File: config.mk
export PLATFORM = sky130hd
export DESIGN_NAME = cfgbuf_top
export DESIGN_NICKNAME = d
export VERILOG_FILES = /design/src/rtl/cfgbuf_pkg.sv /design/src/rtl/cfgbuf_rst_sync.sv /design/src/rtl/cfgbuf_map.sv /design/src/rtl/cfgbuf_store.sv /design/src/rtl/cfgbuf_top.sv
export SDC_FILE = /design/constraint.sdc
export NUM_CORES = 1
export LEC_CHECK = 0
export BUFFER_PORTS_ARGS = -buffer_cell sky130_fd_sc_hd__buf_2
export CORE_UTILIZATION = 50
export DETAILED_ROUTE_END_ITERATION = 6
export HOLD_SLACK_MARGIN = 0.03
export PLACE_DENSITY = 0.84
export SLEW_MARGIN = 25
export SYNTH_ARGS = -nofsm -noshare
export SYNTH_HDL_FRONTEND = slang
export SYNTH_HIERARCHICAL = 1
export SYNTH_SLANG_ARGS = --single-unit
File: constraint.sdc
create_clock -name clk -period 1.1 [get_ports clk]
set_input_delay 0.22 -clock clk [delete_from_list [all_inputs] [get_ports clk]]
set_output_delay 0.22 -clock clk [all_outputs]
set_load 0.03 [all_outputs]
File: src/rtl/cfgbuf_pkg.sv
package cfgbuf_pkg;

  // Arrangement of the output bus, decoded from the two select inputs.
  typedef enum logic [1:0] {
    ARR_FLAT  = 2'd0,
    ARR_DUP_A = 2'd1,
    ARR_DUP_B = 2'd2
  } arrange_e;

  function automatic arrange_e decode_arrange(input logic dup_mode, input logic alt_map);
    arrange_e res;
    if (!dup_mode)    res = ARR_FLAT;
    else if (alt_map) res = ARR_DUP_B;
    else              res = ARR_DUP_A;
    return res;
  endfunction

endpackage

File: src/rtl/cfgbuf_rst_sync.sv
module cfgbuf_rst_sync #(
  parameter int unsigned STAGES = 2
) (
  input  logic clk,
  input  logic rst_n,
  output logic rst_sync_n
);

  logic [STAGES-1:0] chain_q;
  logic [STAGES-1:0] chain_d;

  always_comb begin
    chain_d = {chain_q[STAGES-2:0], 1'b1};
  end

  always_ff @(posedge clk or negedge rst_n) begin
    if (!rst_n) chain_q <= '0;
    else        chain_q <= chain_d;
  end

  assign rst_sync_n = chain_q[STAGES-1];

endmodule

File: src/rtl/cfgbuf_map.sv
module cfgbuf_map
  import cfgbuf_pkg::*;
#(
  parameter int unsigned WIDE_W   = 25,
  parameter int unsigned NARROW_W = 14,
  parameter int unsigned OUT_W    = 28
) (
  input  arrange_e          arrange_i,
  input  logic [WIDE_W-1:0] d_i,
  output logic [OUT_W-1:0]  m_o
);

  localparam int unsigned ALT_OFS = WIDE_W - NARROW_W;
  localparam int unsigned DUP_W   = 2 * NARROW_W;

  for (genvar k = 0; k < OUT_W; k++) begin : g_bit
    logic flat_v;
    logic dup_a_v;
    logic dup_b_v;

    if (k < WIDE_W) begin : g_flat
      assign flat_v = d_i[k];
    end else begin : g_flat_pad
      assign flat_v = 1'b0;
    end

    if (k < DUP_W) begin : g_dup
      localparam int unsigned SLOT = k % NARROW_W;
      assign dup_a_v = d_i[SLOT];
      assign dup_b_v = d_i[SLOT + ALT_OFS];
    end else begin : g_dup_pad
      assign dup_a_v = 1'b0;
      assign dup_b_v = 1'b0;
    end

    always_comb begin
      unique case (arrange_i)
        ARR_DUP_A: m_o[k] = dup_a_v;
        ARR_DUP_B: m_o[k] = dup_b_v;
        default:   m_o[k] = flat_v;
      endcase
    end
  end

endmodule

File: src/rtl/cfgbuf_store.sv
module cfgbuf_store #(
  parameter int unsigned W = 28
) (
  input  logic         clk,
  input  logic         rst_n,
  input  logic         upd_en,
  input  logic [W-1:0] d_i,
  output logic [W-1:0] q_o
);

  logic [W-1:0] q_next;

  always_comb begin
    q_next = q_o;
    if (upd_en) q_next = d_i;
  end

  always_ff @(posedge clk or negedge rst_n) begin
    if (!rst_n) q_o <= '0;
    else        q_o <= q_next;
  end

  // a closed gate keeps the stored word across the edge
  a_r6_hold_when_gated: assert property (@(posedge clk) disable iff (!rst_n)
    !upd_en |=> $stable(q_o));

  // an open gate loads the presented word
  a_r7_load_when_open: assert property (@(posedge clk) disable iff (!rst_n)
    upd_en |=> (q_o == $past(d_i)));

endmodule

File: src/rtl/cfgbuf_top.sv
module cfgbuf_top
  import cfgbuf_pkg::*;
#(
  parameter int unsigned WIDE_W      = 25,
  parameter int unsigned NARROW_W    = 14,
  parameter int unsigned SYNC_STAGES = 2,
  localparam int unsigned DUP_W      = 2 * NARROW_W,
  localparam int unsigned OUT_W      = (WIDE_W > DUP_W) ? WIDE_W : DUP_W
) (
  input  logic              clk,
  input  logic              rst_n,
  input  logic              dup_mode_i,
  input  logic              alt_map_i,
  input  logic              gate_a_i,
  input  logic              gate_b_i,
  input  logic [WIDE_W-1:0] d_i,
  output logic [OUT_W-1:0]  q_o
);

  logic        rst_sync_n;
  logic        upd_en;
  arrange_e    arrange;
  logic [OUT_W-1:0] mapped;

  cfgbuf_rst_sync #(.STAGES(SYNC_STAGES)) u_rst_sync (
    .clk        (clk),
    .rst_n      (rst_n),
    .rst_sync_n (rst_sync_n)
  );

  always_comb begin
    arrange = decode_arrange(dup_mode_i, alt_map_i);
    upd_en  = !(gate_a_i && gate_b_i);
  end

  cfgbuf_map #(
    .WIDE_W   (WIDE_W),
    .NARROW_W (NARROW_W),
    .OUT_W    (OUT_W)
  ) u_map (
    .arrange_i (arrange),
    .d_i       (d_i),
    .m_o       (mapped)
  );

  cfgbuf_store #(.W(OUT_W)) u_store (
    .clk    (clk),
    .rst_n  (rst_sync_n),
    .upd_en (upd_en),
    .d_i    (mapped),
    .q_o    (q_o)
  );

  // reset low means a cleared output bus, gate inputs notwithstanding
  a_r8_clear_in_reset: assert property (@(posedge clk)
    !rst_n |-> (q_o == '0));

  // no capture while the synchronised release is still pending
  a_r9_quiet_after_release: assert property (@(posedge clk) disable iff (!rst_n)
    !rst_sync_n |-> (q_o == '0));

  // duplicated arrangement drives equal halves
  a_r2_equal_halves: assert property (@(posedge clk) disable iff (!rst_sync_n)
    (upd_en && dup_mode_i) |=> (q_o[DUP_W-1:NARROW_W] == q_o[NARROW_W-1:0]));

  if (OUT_W > WIDE_W) begin : g_pad_chk
    // flat arrangement leaves the spare top bits at zero
    a_r1_spare_low: assert property (@(posedge clk) disable iff (!rst_sync_n)
      (upd_en && !dup_mode_i) |=> (q_o[OUT_W-1:WIDE_W] == '0));
  end

endmodule

## Word-level counts from Yosys, hierarchy flattened

Cells that the tools add are included.

| word-level totals | value |
|---|---|
| register bits | 30 |
| bits of input ports | 31 |

| operators by class | value |
|---|---|
| equal/unequal tests | 2 |
| muxes and demuxes | 30 |
| reduce and logical (&&, ||, !) cells | 1 |

Operators with widths:

| cell | count |
|---|---|
| $pmux 1 s2 | 14 |
| $mux 1 | 14 |
| $mux 2 | 2 |
| $eq 2x1->1 const B | 1 |
| $eq 2x2->1 const B | 1 |
| $logic_and 1x1->1 | 1 |

## Depth between registers and ports, before layout

Gate-level depths: netlist (run 1).

| depth | value |
|---|---|
| depth after elaboration | 4 |
| gate-level depth with buffers | 8 |
| gate-level depth less buffers | 6 |

## Cells and area by module

The synthesis (run 1) kept the hierarchy.

By module, submodules not included:

| module | instances | cells each | area an instance (um^2) | sequential area each (um^2) |
|---|---|---|---|---|
| cfgbuf_store | 1 | 59 | 1142.3 | 700.7 |
| cfgbuf_map | 1 | 68 | 485.5 | 0.0 |
| cfgbuf_rst_sync | 1 | 3 | 53.8 | 50.0 |
| cfgbuf_top | 1 | 3 | 20.0 | 0.0 |

## Worst setup path after synthesis (run 1)

OpenSTA, ideal clock, no wires.

| timing | value |
|---|---|
| path type | input port to flip-flop |
| from | input port alt_map_i |
| to | register u_store.q_o[10] |
| arrival time | 1.449 ns |
| path slack | -0.474 ns |
| cell stages on the path | 7 |
| cell sequence | and2b_2 inv_1 ha_1 buf_6 buf_12 mux2_4 mux2_4 |

| between the ends | value |
|---|---|
| cells in the longest elaborated chain, start to end | 4 |

RTL lines:

| what | RTL line | RTL |
|---|---|---|
| from (decl) | cfgbuf_top.sv:13 | `input logic alt_map_i,` |
| $mux 2 | cfgbuf_pkg.sv:13 | `else if (alt_map) res = ARR_DUP_B;` |
| $mux 2 | cfgbuf_pkg.sv:12 | `if (!dup_mode) res = ARR_FLAT;` |
| $eq 2x2->1 | cfgbuf_map.sv:37 | `unique case (arrange_i)` |
| $mux 1 | cfgbuf_map.sv:37 |  |
| via mapped[10] | cfgbuf_top.sv:23 | `logic [OUT_W-1:0] mapped;` |
| to (signal assigned) | cfgbuf_store.sv:20 | `else q_o <= q_next;` |
| to (decl) | cfgbuf_store.sv:8 | `output logic [W-1:0] q_o` |

The timed path passes the listed nets, and every way through them passes these cells.
A chain may end at the register's enable or synchronous reset.

## Worst setup path in the final report (run 1)

| timing | value |
|---|---|
| from | input port dup_mode_i |
| to | register u_store.q_o[24] |

| between the ends | value |
|---|---|
| cells in the longest elaborated chain, start to end | 3 |

RTL lines:

| what | RTL line | RTL |
|---|---|---|
| from (decl) | cfgbuf_top.sv:12 | `input logic dup_mode_i,` |
| $mux 2 * | cfgbuf_pkg.sv:12 |  |
| via arrange[0] | cfgbuf_top.sv:22 | `arrange_e arrange;` |
| $eq 2x2->1 or $eq 2x1->1 (tied branches) | cfgbuf_map.sv:37 |  |
| $pmux 1 s2 * | cfgbuf_map.sv:37 |  |
| via mapped[24] | cfgbuf_top.sv:23 |  |

Mark *: on every way through the listed nets, which the timed path passes. The rest lies on a longest branch.

==> reports/metrics.cfg, run 1 <==
[placement]
dp_cells=233
place_area_um2=2020
io_buffers=58
dp_hpwl_mm=2.69
gp_congestion=0.772

[run_status]
status=complete, but fails checks
violations=negative setup slack

[grt]
gr-usage-met3_pct=7.25
met1_usage_pct=34.3
antenna_found_initial=0
busiest_layer=met2
grt_max_degree=29
grt_pass1_wl_mm=7.52
grt_usage_pct=29.5
gr-total-overflow=0
grt_pass1_vias=1543
grt_util_met2_pct=50.2

[logic_synthesis]
yosys_warnings=6
synth_nets=167
synth.area.top_cells=dfrtp_1 (44%), mux2_4 (22%), mux2_2 (9.9%)
synth_seq_cells=30
yosys.area.top_type_share_pct=44.1
syn_area_um2=1700
yosysUniqueCellTypes=17
synth_cells=133
syn-mean-instance-area_um2=12.8
yosysTopAreaCell=dfrtp_1
yosysSeqAreaShare_pct=44.1

[power_and_ir_drop]
p_per_area_nw_per_um2=1300
peakVddDrop_mv=0.894
p_leak_nw=1.40
switching_share_pct=32.3
power_frac_clock_pct=24.4
total_power_mw=3.61
switchingPower_mw=1.17
internal_power_mw=2.44
power_frac_seq_pct=36.7
combPwrFrac_pct=38.9

[setup_path]
start_kind=input port
rr_startpoint=u_store/q_o[17]$_DFFE_PN0P_
cp-end-kind=flip-flop
crit_fanout=7
critPathKind=input port to flip-flop
cp.required_ps=1350
arrival_ps=1580
crit_start=dup_mode_i

[timing]
finalSetupViolCount=54
fmax_mhz=752
slew_viol_final=0
fin_ws_ps=-230
period_share_pct=121
hold_viol_final=0
rsz0062_at_grt=yes
finClkSkew_ps=21.1
min_period_ps=1330

[finish]
layout_commonest_cell=mux2_4
fin_area_um2=2770
layout.nets=261
drive_gt1_share_pct=74.6
area_delta_synth_final_pct=62.5
final_cells=272
fillers=141
final_cell_mix=mux2_4 (40), buf_6 (36), dfrtp_1 (30)
diodes=0

[routing]
drc=0
drt_iter0_markers=66
finalWirelength_mm=5.58
antenna_left=0
dr.pass1.iters=4
via_per_inst=5.54
detail_route.wl_per_cell_um=20.5
num_vias=1507

[floorplan]
dieHeight_um=60.3
coreArea_um2=3130
initial_core_util_pct=54.4
die_w_um=60.3
fp.dieArea_um2=3640
io_pins=59
placementRows=20

[hold_path]
min_path_type=input port to asynchronous set/reset pin

[cts]
cts_buffers=5
cts-root-buf=clkbuf_4
clk-insertion-delay-late_ps=350
cts_sinks=30
cts_tree=built
cts.path.max_buffers=2
htreeDepth=2
clkTransAtPathRegs_ps=110

[run]
cap_violations=0

[per-stage QoR]
step           utilization (%)  worst slack, ps  TNS, ps  hold WS [ps]
6_report                  88.4             -230    -4800           196
5_1_grt                   88.4             -246    -5760           197
4_1_cts                   83.2             -124    -2360           181
3_5_place_dp              64.6             -635   -14490          9.37
3_3_place_gp              64.6             -526   -12790          5.83
2_1_floorplan                -             -422    -9760         -75.6
[final timing paths]
check,slack [ps],depth (start not counted),to
worst max-delay path,-230,8,u_store/q_o[24]$_DFFE_PN0P_
worst min-delay path,200,2,u_rst_sync/chain_q[0]$_DFF_PN0_
worst max register to register,60,3,u_store/q_o[17]$_DFFE_PN0P_
worst min register to register,250,1,u_store/q_o[4]$_DFFE_PN0P_
max in group asynchronous,560,1,u_store/q_o[11]$_DFFE_PN0P_
min in group clk,260,3,u_store/q_o[4]$_DFFE_PN0P_
[cell usage after synthesis]
cell type,n
a21oi_1,2
a22oi_1,12
and2_2,1
and2b_2,1
buf_12,3
buf_2,3
buf_4,1
buf_6,2
conb_1,1
dfrtp_1,30
ha_1,3
inv_1,4
mux2_2,15
mux2_4,25
nand2_1,16
nor2_1,1
o21ai_0,13
[repair_timing]
action,CTS,global route
endpoints found under the hold margin,2,0
pin swaps,3,6
gates resized for setup,104,21
endpoints found under the setup margin,55,56
buffers inserted,19,11
hold buffers,1,0
[layer usage]
layer | vias up | share of wire [%]
li1 | 658 | -
met1 | 752 | 38
met2 | 75 | 52
met3 | 22 | 6.2
met4 | 0 | 3.5
met5 | - | 0
[sequential cells by signal (all words and copies together) (netlist names)]
register	flops
u_rst_sync/chain_q	2
u_store/q_o	28
[worst max-delay path, stage by stage]
cell and delay [ps]:
buf_6 90, and2b_2 220, buf_6 130, ha_4 160, clkbuf_4 190, a22oi_2 190, o21ai_1 110, mux2_4 270
[power groups by stage]
stage | Clock [mW] | Sequential, mW | Combinational, mW
after floorplan | 0 | 1.56 | 0.385
after global placement | 0 | 1.30 | 0.865
after detailed placement | 0 | 1.31 | 0.885
after CTS | 0.868 | 1.31 | 1.24
after global routing | 0.940 | 1.33 | 1.46
final | 0.879 | 1.32 | 1.40
[area by class of cell]
class | count | area [µm²] | share of cell area [%]
Clock buffer | 5 | 37.5 | 1.36
Clock inverter | 3 | 40.0 | 1.45
Inverter | 4 | 17.5 | 0.633
Multi-Input combinational cell | 90 | 1020 | 36.8
Sequential cell | 30 | 751 | 27.1
Tap cell | 44 | 55.1 | 1.99
Timing Repair Buffer | 96 | 846 | 30.6
[logic make-up (layout without fill, tap and decap cells)]
| group | after synthesis | in the layout | synth area share (%) |
|---|---|---|---|
| AOI/OAI and AO/OA | 27 | 27 | 9.71 |
| adders and majority gates | 3 | 3 | 2.21 |
| buffers and inverters | 13 | 108 | 7.06 |
| DFF | 30 | 30 | 44.1 |
| muxes | 40 | 40 | 32.0 |
| other | 1 | 1 | 0.220 |
| and+or+nand+nor | 19 | 19 | 4.71 |
Power figures use the tool's default switching activity.
==> run 2: changes to the inputs <==
==> constraint.sdc (replaced) <==
create_clock -name clk -period 1.6 [get_ports clk]
set_input_delay 0.32 -clock clk [delete_from_list [all_inputs] [get_ports clk]]
set_output_delay 0.32 -clock clk [all_outputs]
set_load 0.03 [all_outputs]
==> reports/metrics.cfg, run 2 (same netlist as run 1, synthesis figures left out) <==
[run_status]
status=completed

[routing]
drc=0
dr.pass1.iters=4
drt_iter0_markers=41
detail_route.wl_per_cell_um=14.4
finalWirelength_mm=3.48
antenna_left=0
num_vias=1228
via_per_inst=5.07

[cts]
clk-insertion-delay-late_ps=340
cts-root-buf=clkbuf_4
cts_tree=built
cts_buffers=5
htreeDepth=2
clkTransAtPathRegs_ps=90
cts.path.max_buffers=2
cts_sinks=30
post_cts_buffers=0
cts_resized=0

[floorplan]
fp.dieArea_um2=3640
initial_core_util_pct=54.4
placementRows=20
io_pins=59
dieHeight_um=60.3
coreArea_um2=3130
die_w_um=60.3

[finish]
layout.nets=231
fillers=270
regArea_um2=751
reg.largest.list=u_store/q_o x28, u_rst_sync/chain_q x2
final_cells=242
multi_input_area_um2=843
drive_gt1_share_pct=58.6
largest_register_ffs=28
fin_area_um2=2090
regMostFlops=u_store/q_o
layout_commonest_cell=buf_2
area_delta_synth_final_pct=22.8
final_cell_mix=buf_2 (58), dfrtp_1 (30), mux2_4 (25)
diodes=0

[power_and_ir_drop]
power_frac_seq_pct=45.3
peakVddDrop_mv=0.711
power_frac_clock_pct=23.7
switchingPower_mw=0.639
switching_share_pct=32.7
total_power_mw=1.96
p_per_area_nw_per_um2=936
p_leak_nw=1.08
internal_power_mw=1.32
combPwrFrac_pct=31.0

[grt]
gr-total-overflow=0
grt_pass1_vias=1270
grt_pass1_wl_mm=5.79
grt_max_degree=29
antenna_found_initial=0
grt_usage_pct=22.4

[setup_path]
critPathKind=input port to flip-flop
start_kind=input port
r2r-end=u_store/q_o[14]$_DFFE_PN0P_
reg2reg_slack_ps=820
cp-end-kind=flip-flop
crit_fanout=14
rr_startpoint=u_store/q_o[14]$_DFFE_PN0P_
cp.required_ps=1870
ff2ff_path_depth=1
arrival_ps=1750

[timing]
rsz0062_at_grt=no
min_period_ps=1480
whs_ps=259
period_share_pct=92.3
slew_viol_final=0
hold_viol_final=0
finClkSkew_ps=7.12
fmax_mhz=677
fin_tns_setup_ps=0
finalSetupViolCount=0

[placement]
place_area_um2=2020
gp_congestion=0.770
io_buffers=58
dp_cells=233
dp_hpwl_mm=2.60

[hold_path]
min_path_type=flip-flop to asynchronous set/reset pin

[run]
cap_violations=0

run 2: what timing repair did:
item	in CTS	in global routing
hold buffers	1	0
hold endpoints to repair	2	0
endpoints found under the setup margin	0	0
run 2: layer usage:
metal	part of all wire (%)	GRT usage [%]
met2	47	35.6
met3	8.2	7.89
met5	0	0
met4	1.5	9.63
met1	44	27.7
run 2: worst max-delay path by stage:
stage,from,to,depth (start not counted)
2_1_floorplan,alt_map_i,u_store/q_o[10]$_DFFE_PN0P_,7
3_3_place_gp,alt_map_i,u_store/q_o[15]$_DFFE_PN0P_,8
3_5_place_dp,alt_map_i,u_store/q_o[20]$_DFFE_PN0P_,7
4_1_cts,alt_map_i,u_store/q_o[16]$_DFFE_PN0P_,8
5_1_grt,alt_map_i,u_store/q_o[20]$_DFFE_PN0P_,7
6_report,alt_map_i,u_store/q_o[20]$_DFFE_PN0P_,7
run 2: worst max-delay path, cell delays in order:
cell     delay [ps]
buf_2           100
and2_2          220
inv_1            70
ha_1            450
a22oi_1         170
o21ai_0         240
mux2_4          180
run 2: cell type report:
class	count	share of cell area (%)
clock inverter	1	0.240
timing repair buffer	66	17.5
multi-input combinational	90	40.4
clock buffer	7	2.63
sequential	30	35.9
tap	44	2.63
inverter	4	0.719
run 2: power by group through the flow:
stage	Clock (mW)	Combinational [mW]	Sequential (mW)
CTS	0.485	0.611	0.889
finish	0.463	0.607	0.887
global placement	0	0.595	0.897
detailed placement	0	0.606	0.903
floorplan	0	0.263	1.07
global route	0.507	0.654	0.897
run 2: through the flow:
stage                     setup WS [ps]  util [%]
final                               123      66.8
after global routing               11.8      66.8
after CTS                           142      66.8
after detailed placement           -193      64.6
after global placement             -125      64.6
after floorplan                   -21.7         -
